--- src/rtl/i2c_regwr_pkg.sv ---
package i2c_regwr_pkg;

  localparam int ADDR_W = 5;
  localparam int DATA_W = 8;

  typedef enum logic [1:0] {
    PH_IDLE,
    PH_DEVADR,
    PH_SUBADR,
    PH_DATA
  } phase_t;

  // First byte selects this device: 7-bit address match and write direction.
  function automatic logic dev_match(input logic [DATA_W-1:0] b,
                                     input logic [4:0] prefix,
                                     input logic [1:0] strap);
    return (b[7:1] == {prefix, strap}) && !b[0];
  endfunction

  // Register pointer after one data byte: step, or return to zero past the last register.
  function automatic logic [ADDR_W-1:0] addr_next(input logic [ADDR_W-1:0] a,
                                                  input int last);
    if (int'(a) >= last) return '0;
    return a + 5'd1;
  endfunction

endpackage

--- src/rtl/i2c_regwr_sync.sv ---
module i2c_regwr_sync #(
  parameter int SYNC_STAGES = 2
) (
  input  logic clk,
  input  logic rst_n,
  input  logic scl_in,
  input  logic sda_in,
  output logic scl_hi,
  output logic sda_bit,
  output logic scl_rise,
  output logic scl_fall,
  output logic start_det,
  output logic stop_det
);

  logic [SYNC_STAGES-1:0] scl_pipe, sda_pipe;
  logic scl_d, sda_d;

  generate
    if (SYNC_STAGES == 1) begin : g_one
      always_ff @(posedge clk or negedge rst_n) begin
        if (!rst_n) begin
          scl_pipe <= '1;
          sda_pipe <= '1;
        end else begin
          scl_pipe <= scl_in;
          sda_pipe <= sda_in;
        end
      end
    end else begin : g_many
      always_ff @(posedge clk or negedge rst_n) begin
        if (!rst_n) begin
          scl_pipe <= '1;
          sda_pipe <= '1;
        end else begin
          scl_pipe <= {scl_pipe[SYNC_STAGES-2:0], scl_in};
          sda_pipe <= {sda_pipe[SYNC_STAGES-2:0], sda_in};
        end
      end
    end
  endgenerate

  always_ff @(posedge clk or negedge rst_n) begin
    if (!rst_n) begin
      scl_d <= 1'b1;
      sda_d <= 1'b1;
    end else begin
      scl_d <= scl_hi;
      sda_d <= sda_bit;
    end
  end

  assign scl_hi    = scl_pipe[SYNC_STAGES-1];
  assign sda_bit   = sda_pipe[SYNC_STAGES-1];
  assign scl_rise  = scl_hi & ~scl_d;
  assign scl_fall  = ~scl_hi & scl_d;
  assign start_det = scl_hi & scl_d & sda_d & ~sda_bit;
  assign stop_det  = scl_hi & scl_d & ~sda_d & sda_bit;

endmodule

--- src/rtl/i2c_regwr_engine.sv ---
module i2c_regwr_engine
  import i2c_regwr_pkg::*;
#(
  parameter int         NUM_REGS   = 21,
  parameter logic [4:0] DEV_PREFIX = 5'b00100
) (
  input  logic              clk,
  input  logic              rst_n,
  input  logic              scl_hi,
  input  logic              sda_bit,
  input  logic              scl_rise,
  input  logic              scl_fall,
  input  logic              start_det,
  input  logic              stop_det,
  input  logic [1:0]        strap_addr,
  output logic              sda_pull,
  output logic              wr_en,
  output logic [ADDR_W-1:0] wr_addr,
  output logic [DATA_W-1:0] wr_data
);

  localparam int LAST  = NUM_REGS - 1;
  localparam int CNT_W = $clog2(DATA_W + 1);

  phase_t             phase;
  logic [CNT_W-1:0]   bit_cnt;
  logic               in_ack;
  logic [DATA_W-1:0]  shreg;
  logic [ADDR_W-1:0]  cur_addr;

  // Named events for the checks below.
  logic byte_done, dev_hit, in_range;
  assign byte_done = (bit_cnt == CNT_W'(DATA_W));
  assign dev_hit   = dev_match(shreg, DEV_PREFIX, strap_addr);
  assign in_range  = int'(cur_addr) < NUM_REGS;

  always_ff @(posedge clk or negedge rst_n) begin
    if (!rst_n) begin
      phase    <= PH_IDLE;
      bit_cnt  <= '0;
      in_ack   <= 1'b0;
      shreg    <= '0;
      cur_addr <= '0;
      sda_pull <= 1'b0;
      wr_en    <= 1'b0;
      wr_addr  <= '0;
      wr_data  <= '0;
    end else begin
      wr_en <= 1'b0;
      if (start_det) begin
        phase    <= PH_DEVADR;
        bit_cnt  <= '0;
        in_ack   <= 1'b0;
        sda_pull <= 1'b0;
      end else if (stop_det) begin
        phase    <= PH_IDLE;
        bit_cnt  <= '0;
        in_ack   <= 1'b0;
        sda_pull <= 1'b0;
      end else if (phase != PH_IDLE) begin
        if (scl_rise && !byte_done) begin
          shreg   <= {shreg[DATA_W-2:0], sda_bit};
          bit_cnt <= bit_cnt + 1'b1;
        end else if (scl_fall && in_ack) begin
          in_ack   <= 1'b0;
          sda_pull <= 1'b0;
          bit_cnt  <= '0;
        end else if (scl_fall && byte_done) begin
          unique case (phase)
            PH_DEVADR: begin
              if (dev_hit) begin
                in_ack   <= 1'b1;
                sda_pull <= 1'b1;
                phase    <= PH_SUBADR;
              end else begin
                phase <= PH_IDLE;
              end
            end
            PH_SUBADR: begin
              in_ack   <= 1'b1;
              sda_pull <= 1'b1;
              cur_addr <= shreg[ADDR_W-1:0];
              phase    <= PH_DATA;
            end
            PH_DATA: begin
              in_ack   <= 1'b1;
              sda_pull <= 1'b1;
              if (in_range) begin
                wr_en   <= 1'b1;
                wr_addr <= cur_addr;
                wr_data <= shreg;
              end
              cur_addr <= addr_next(cur_addr, LAST);
            end
            default: phase <= PH_IDLE;
          endcase
        end
      end
    end
  end

  AST_SDA_CHANGE_SCL_LOW: assert property (@(posedge clk) disable iff (!rst_n)
    (sda_pull != $past(sda_pull)) |-> !scl_hi);

  AST_IDLE_RELEASED: assert property (@(posedge clk) disable iff (!rst_n)
    (phase == PH_IDLE) |-> !sda_pull);

  AST_STROBE_SINGLE: assert property (@(posedge clk) disable iff (!rst_n)
    wr_en |=> !wr_en);

  AST_WRAP_AFTER_LAST: assert property (@(posedge clk) disable iff (!rst_n)
    (wr_en && int'(wr_addr) == LAST) |-> (cur_addr == '0));

endmodule

--- src/rtl/i2c_regwr_bank.sv ---
module i2c_regwr_bank
  import i2c_regwr_pkg::*;
#(
  parameter int NUM_REGS = 21
) (
  input  logic                       clk,
  input  logic                       rst_n,
  input  logic                       wr_en,
  input  logic [ADDR_W-1:0]          wr_addr,
  input  logic [DATA_W-1:0]          wr_data,
  output logic [NUM_REGS*DATA_W-1:0] regs_flat
);

  logic [DATA_W-1:0] regs_q [NUM_REGS];

  generate
    for (genvar g = 0; g < NUM_REGS; g++) begin : g_reg
      always_ff @(posedge clk or negedge rst_n) begin
        if (!rst_n)                                regs_q[g] <= '0;
        else if (wr_en && int'(wr_addr) == g)      regs_q[g] <= wr_data;
      end
      assign regs_flat[g*DATA_W +: DATA_W] = regs_q[g];
    end
  endgenerate

  AST_WR_IN_RANGE: assert property (@(posedge clk) disable iff (!rst_n)
    wr_en |-> (int'(wr_addr) < NUM_REGS));

  AST_WR_LANDS: assert property (@(posedge clk) disable iff (!rst_n)
    wr_en |=> (regs_q[$past(wr_addr)] == $past(wr_data)));

endmodule

--- src/rtl/i2c_regwr_slave.sv ---
module i2c_regwr_slave
  import i2c_regwr_pkg::*;
#(
  parameter int         NUM_REGS    = 21,
  parameter logic [4:0] DEV_PREFIX  = 5'b00100,
  parameter int         SYNC_STAGES = 2
) (
  input  logic                       clk,
  input  logic                       rst_n,
  input  logic                       scl_in,
  input  logic                       sda_in,
  input  logic [1:0]                 strap_addr,
  output logic                       sda_pull,
  output logic                       wr_en,
  output logic [ADDR_W-1:0]          wr_addr,
  output logic [DATA_W-1:0]          wr_data,
  output logic [NUM_REGS*DATA_W-1:0] regs_flat
);

  logic scl_hi, sda_bit, scl_rise, scl_fall, start_det, stop_det;

  i2c_regwr_sync #(.SYNC_STAGES(SYNC_STAGES)) u_sync (
    .clk       (clk),
    .rst_n     (rst_n),
    .scl_in    (scl_in),
    .sda_in    (sda_in),
    .scl_hi    (scl_hi),
    .sda_bit   (sda_bit),
    .scl_rise  (scl_rise),
    .scl_fall  (scl_fall),
    .start_det (start_det),
    .stop_det  (stop_det)
  );

  i2c_regwr_engine #(.NUM_REGS(NUM_REGS), .DEV_PREFIX(DEV_PREFIX)) u_engine (
    .clk        (clk),
    .rst_n      (rst_n),
    .scl_hi     (scl_hi),
    .sda_bit    (sda_bit),
    .scl_rise   (scl_rise),
    .scl_fall   (scl_fall),
    .start_det  (start_det),
    .stop_det   (stop_det),
    .strap_addr (strap_addr),
    .sda_pull   (sda_pull),
    .wr_en      (wr_en),
    .wr_addr    (wr_addr),
    .wr_data    (wr_data)
  );

  i2c_regwr_bank #(.NUM_REGS(NUM_REGS)) u_bank (
    .clk       (clk),
    .rst_n     (rst_n),
    .wr_en     (wr_en),
    .wr_addr   (wr_addr),
    .wr_data   (wr_data),
    .regs_flat (regs_flat)
  );

endmodule

--- config.mk ---
export PLATFORM = sky130hd
export DESIGN_NAME = i2c_regwr_slave
export DESIGN_NICKNAME = d
export VERILOG_FILES = /design/src/rtl/i2c_regwr_pkg.sv /design/src/rtl/i2c_regwr_sync.sv /design/src/rtl/i2c_regwr_engine.sv /design/src/rtl/i2c_regwr_bank.sv /design/src/rtl/i2c_regwr_slave.sv
export SDC_FILE = /design/constraint.sdc
export NUM_CORES = 1
export LEC_CHECK = 0
export ABC_AREA = 1
export BUFFER_PORTS_ARGS = -buffer_cell sky130_fd_sc_hd__buf_2
export CAP_MARGIN = 20
export CORE_ASPECT_RATIO = 1.1
export CORE_UTILIZATION = 49
export DETAILED_ROUTE_END_ITERATION = 8
export PLACE_DENSITY_LB_ADDON = 0.2
export SLEW_MARGIN = 10
export SYNTH_ARGS = -nofsm -noshare
export SYNTH_HDL_FRONTEND = slang
export SYNTH_SLANG_ARGS = --single-unit
export TNS_END_PERCENT = 50
--- constraint.sdc ---
create_clock -name clk -period 1.7 [get_ports clk]
set_clock_uncertainty 0.05 [all_clocks]
set_input_delay 0.34 -clock clk [delete_from_list [all_inputs] [get_ports clk]]
set_output_delay 0.34 -clock clk [all_outputs]
set_load 0.03 [all_outputs]
==> flow_summary_export.csv <==
group,metric,value,unit
cells_and_area,antennaDiodeCount,0,
cells_and_area,seq_area,5220,µm²
pwr,switching_power,2380,µW
setup_path,r2r-start,"u_engine.bit_cnt[0]$_DFFE_PN0P_",
pwr,p_int,7800,µW
global_routing,grt_max_degree,47,
timing,finalCriticalPeriod,1670,ps
routing,dr.pass1.iters,5,
global_routing,antenna_found_initial,0,
synthesis,synth_ff_type,"dfrtp_1",
timing,finalCritPeriodShare,98.3,%
setup_path,arrival,1280,ps
floorplan,start_util,50.0,%
clock_network,cts_buffers,22,
floorplan,coreArea,17000,µm²
cells_and_area,drive_above_1_share,38.4,%
global_routing,grt_pass1_wl,33.6,mm
timing,max_slew_margin,69.0,%
setup_path,startpoint_type,"register",
setup_path,max_stage_delay,450,ps
floorplan,row_count,50,
timing,rsz0062_at_grt,"yes",
synthesis,synth_seq_cells,208,
floorplan,die_y,140,µm
synthesis,synth_area_leaders,"dfrtp_1 (60%), nand2_1 (9.8%), o21ai_2 (7.0%)",
clock_network,cts-root-buf,"clkbuf_16",
setup_path,reg2reg_to,"u_engine.wr_data[1]$_DFFE_PN0P_",
pwr,power-per-cell-area,955,nW/µm²
cells_and_area,fin_area,10700,µm²
pwr,switching_share,23.4,%
pwr,p_leak,0.00549,µW
synthesis,ys_warn_count,0,
timing,max_freq,0.598,GHz
synthesis,yosys.cell_count.top_type,"nand2_1",
job,maxCapViolCount,0,
floorplan,io_pins,189,
timing,layout_setup_ws,28.1,ps
setup_path,cp-end-kind,"output pin",
pwr,p_comb_share,6.0,%
floorplan,fp.dieArea,17800,µm²
synthesis,yosys-top-cells-count,"nand2_1 (221), dfrtp_1 (202), o21ai_0 (73), o21ai_2 (68), o21ai_1 (54)",
run_status,outcome,"finished clean",
global_routing,overflow,0,
clock_network,clkTransAtPathRegs,60,ps
pwr,seq_power_share,50.6,%
cells_and_area,nets,1052,
synthesis,yosysTopAreaCell,"dfrtp_1",
synthesis,syn_avg_cell_area,10.4,µm²
placed_design,place_ws,13.1,ps
placed_design,post_dp_cell_area,9760,µm²
routing,drt_iter0_drc,416,
setup_path,r2r_slack,30,ps
clock_network,cts_tree,"done",
global_routing,grt_pass1_vias,6125,
routing,wire_per_inst,16.8,µm
pwr,clkPwrFrac,43.4,%
setup_path,cp.required,1310,ps
setup_path,rr_worst_depth,10,
synthesis,async_flop_share,100,%
routing,final_antenna_net_count,0,
synthesis,synth_area,8470,µm²
timing,setup_viol,0,
setup_path,cp_cell_sequence,"buf_4 > buf_2",
synthesis,synth_top_cell_area_share,59.7,%
hold_path,holdCritPathClass,"primary input to asynchronous set/reset pin",
clock_network,insertion_delay,510,ps
placed_design,dp.final_hpwl,14.4,mm
synthesis,syn_nets,834,
setup_path,critPathKind,"register to output pin",
clock_network,cts_htree_levels,1,
synthesis,yosysSeqAreaShare,61.5,%
cells_and_area,multi_input_area,2920,µm²
routing,drc,0,
global_routing,grtUsageTotal,24.2,%
floorplan,die_w,127,µm
cells_and_area,fillers,1448,
clock_network,cts_max_path_buffers,3,
synthesis,syn_inst,818,
placed_design,portBuffers,188,
placed_design,gp_congestion,0.870,
routing,via_count,6432,
cells_and_area,area_growth,25.9,%
setup_path,critPathSlowestCell,"dfrtp_2",
routing,wl,21.6,mm
timing,final_max_slew_viol_count,0,
timing,tightestPinTransition,464,ps
timing,finalHoldViolCount,0,
synthesis,synth_edf_count,0,
pwr,peakVddDrop,0.682,mV
synthesis,ys_types,33,
routing,vias_per_cell,5.01,
clock_network,cts_sinks,208,
setup_path,worstPathMaxFanout,5,
## how the worst max path moves through the flow
stage                                               start                                to  slack [ps]  depth (start not counted)
after CTS                 u_engine.bit_cnt[0]$_DFFE_PN0P_  u_engine.cur_addr[1]$_DFFE_PN0P_           3                          8
after global routing        u_engine.phase[1]$_DFFE_PN0P_   u_engine.wr_data[1]$_DFFE_PN0P_         -40                          9
after global placement    u_engine.bit_cnt[0]$_DFFE_PN0P_  u_engine.cur_addr[3]$_DFFE_PN0P_          70                          8
after detailed placement  u_engine.bit_cnt[0]$_DFFE_PN0P_  u_engine.cur_addr[1]$_DFFE_PN0P_          10                          8
final                     u_engine.wr_addr[1]$_DFFE_PN0P_                        wr_addr[1]          30                          2
after floorplan           u_engine.wr_addr[0]$_DFFE_PN0P_  u_bank.regs_flat[29]$_DFFE_PN0P_          40                          7
## area by class of cell
class	count	share of cell area, %
Sequential cell	208	48.9
Multi-Input combinational cell	525	27.4
Timing Repair Buffer	235	13.2
Clock buffer	33	5.74
Tap cell	234	2.75
Inverter	44	1.55
Clock inverter	6	0.446
## sequential cells by signal, indices dropped and copies added, names as in the netlist, 2 cells and up
register           count
u_bank.regs_flat     168
u_engine.shreg         8
u_engine.wr_data       8
u_engine.cur_addr      5
u_engine.wr_addr       5
u_engine.bit_cnt       4
u_engine.phase         2
u_sync.scl_pipe        2
u_sync.sda_pipe        2
## stage by stage
stage | std cells | utilization, % | hold slack [ps] | power, µW | setup TNS (ps)
2_1_floorplan | 818 | - | -5.59 | 5490 | 0
3_3_place_gp | 1232 | 57.6 | 266 | 5730 | 0
3_5_place_dp | 1232 | 57.6 | 264 | 5740 | 0
4_1_cts | 1276 | 61.7 | 285 | 10200 | 0
5_1_grt | 1285 | 62.9 | 307 | 10600 | -299
6_report | 1285 | 62.9 | 292 | 10200 | 0
## routing by layer
| metal | wire length (µm) | vias up | share of wire, % | track usage, % |
|---|---|---|---|---|
| met5 | 0 | - | 0 | 0 |
| met4 | 544 | 0 | 2.5 | 7.39 |
| met3 | 1240 | 37 | 5.7 | 4.69 |
| met2 | 9840 | 198 | 46 | 38.3 |
| met1 | 9930 | 3078 | 46 | 33.6 |
| li1 | - | 3119 | - | - |
## cells by family after synthesis
| logic type | Yosys count | synth area share (%) |
|---|---|---|
| buffers and inverters | 85 | 5.07 |
| DFF | 208 | 61.5 |
| AOI/OAI and AO/OA | 209 | 15.5 |
| and+or+nand+nor | 305 | 16.3 |
| adders and majority gates | 10 | 1.48 |
| xor gates and xnor gates | 1 | 0.103 |
## power groups by stage
| stage | sequential, µW | combinational [µW] | clock [µW] |
|---|---|---|---|
| finish | 5150 | 613 | 4410 |
| global route | 5160 | 701 | 4700 |
| CTS | 5150 | 510 | 4510 |
| detailed placement | 5240 | 505 | 0 |
| global placement | 5230 | 492 | 0 |
| floorplan | 5210 | 278 | 0 |
## worst max-delay path: cells and delay by family (launching register included)
kind     cells  cell delay (ps)
buf+inv      2              330
flops        1              450
## cell usage in the layout, fill, tap and decap left out, drive strengths merged
cell type / netlist / layout
a21oi: 7 / 7
a22oi: 2 / 2
a31oi: 1 / 1
and3: 1 / 1
buf: 24 / 229
clkbuf: 17 / 36
clkinv: 0 / 5
clkinvlp: 0 / 1
dfrtp: 202 / 202
dfstp: 6 / 6
dlygate4sd3: 0 / 3
ha: 10 / 10
inv: 44 / 44
nand2: 249 / 249
nand3: 14 / 14
nand3b: 1 / 1
nand4: 5 / 5
nor2: 31 / 31
nor3: 3 / 3
o211ai: 2 / 2
o21ai: 195 / 195
o22ai: 2 / 2
or2: 1 / 1
xor2: 1 / 1
## repair_timing
action | 4_1_cts | 5_1_grt
resized for setup | 3 | 27
endpoints found under the hold margin | 40 | 0
gates cloned | 0 | 2
setup endpoints to repair | 4 | 36
pin swaps | 0 | 3
hold buffers | 3 | 0
setup buffers | 2 | 7
(Power assumes the default switching activity.)
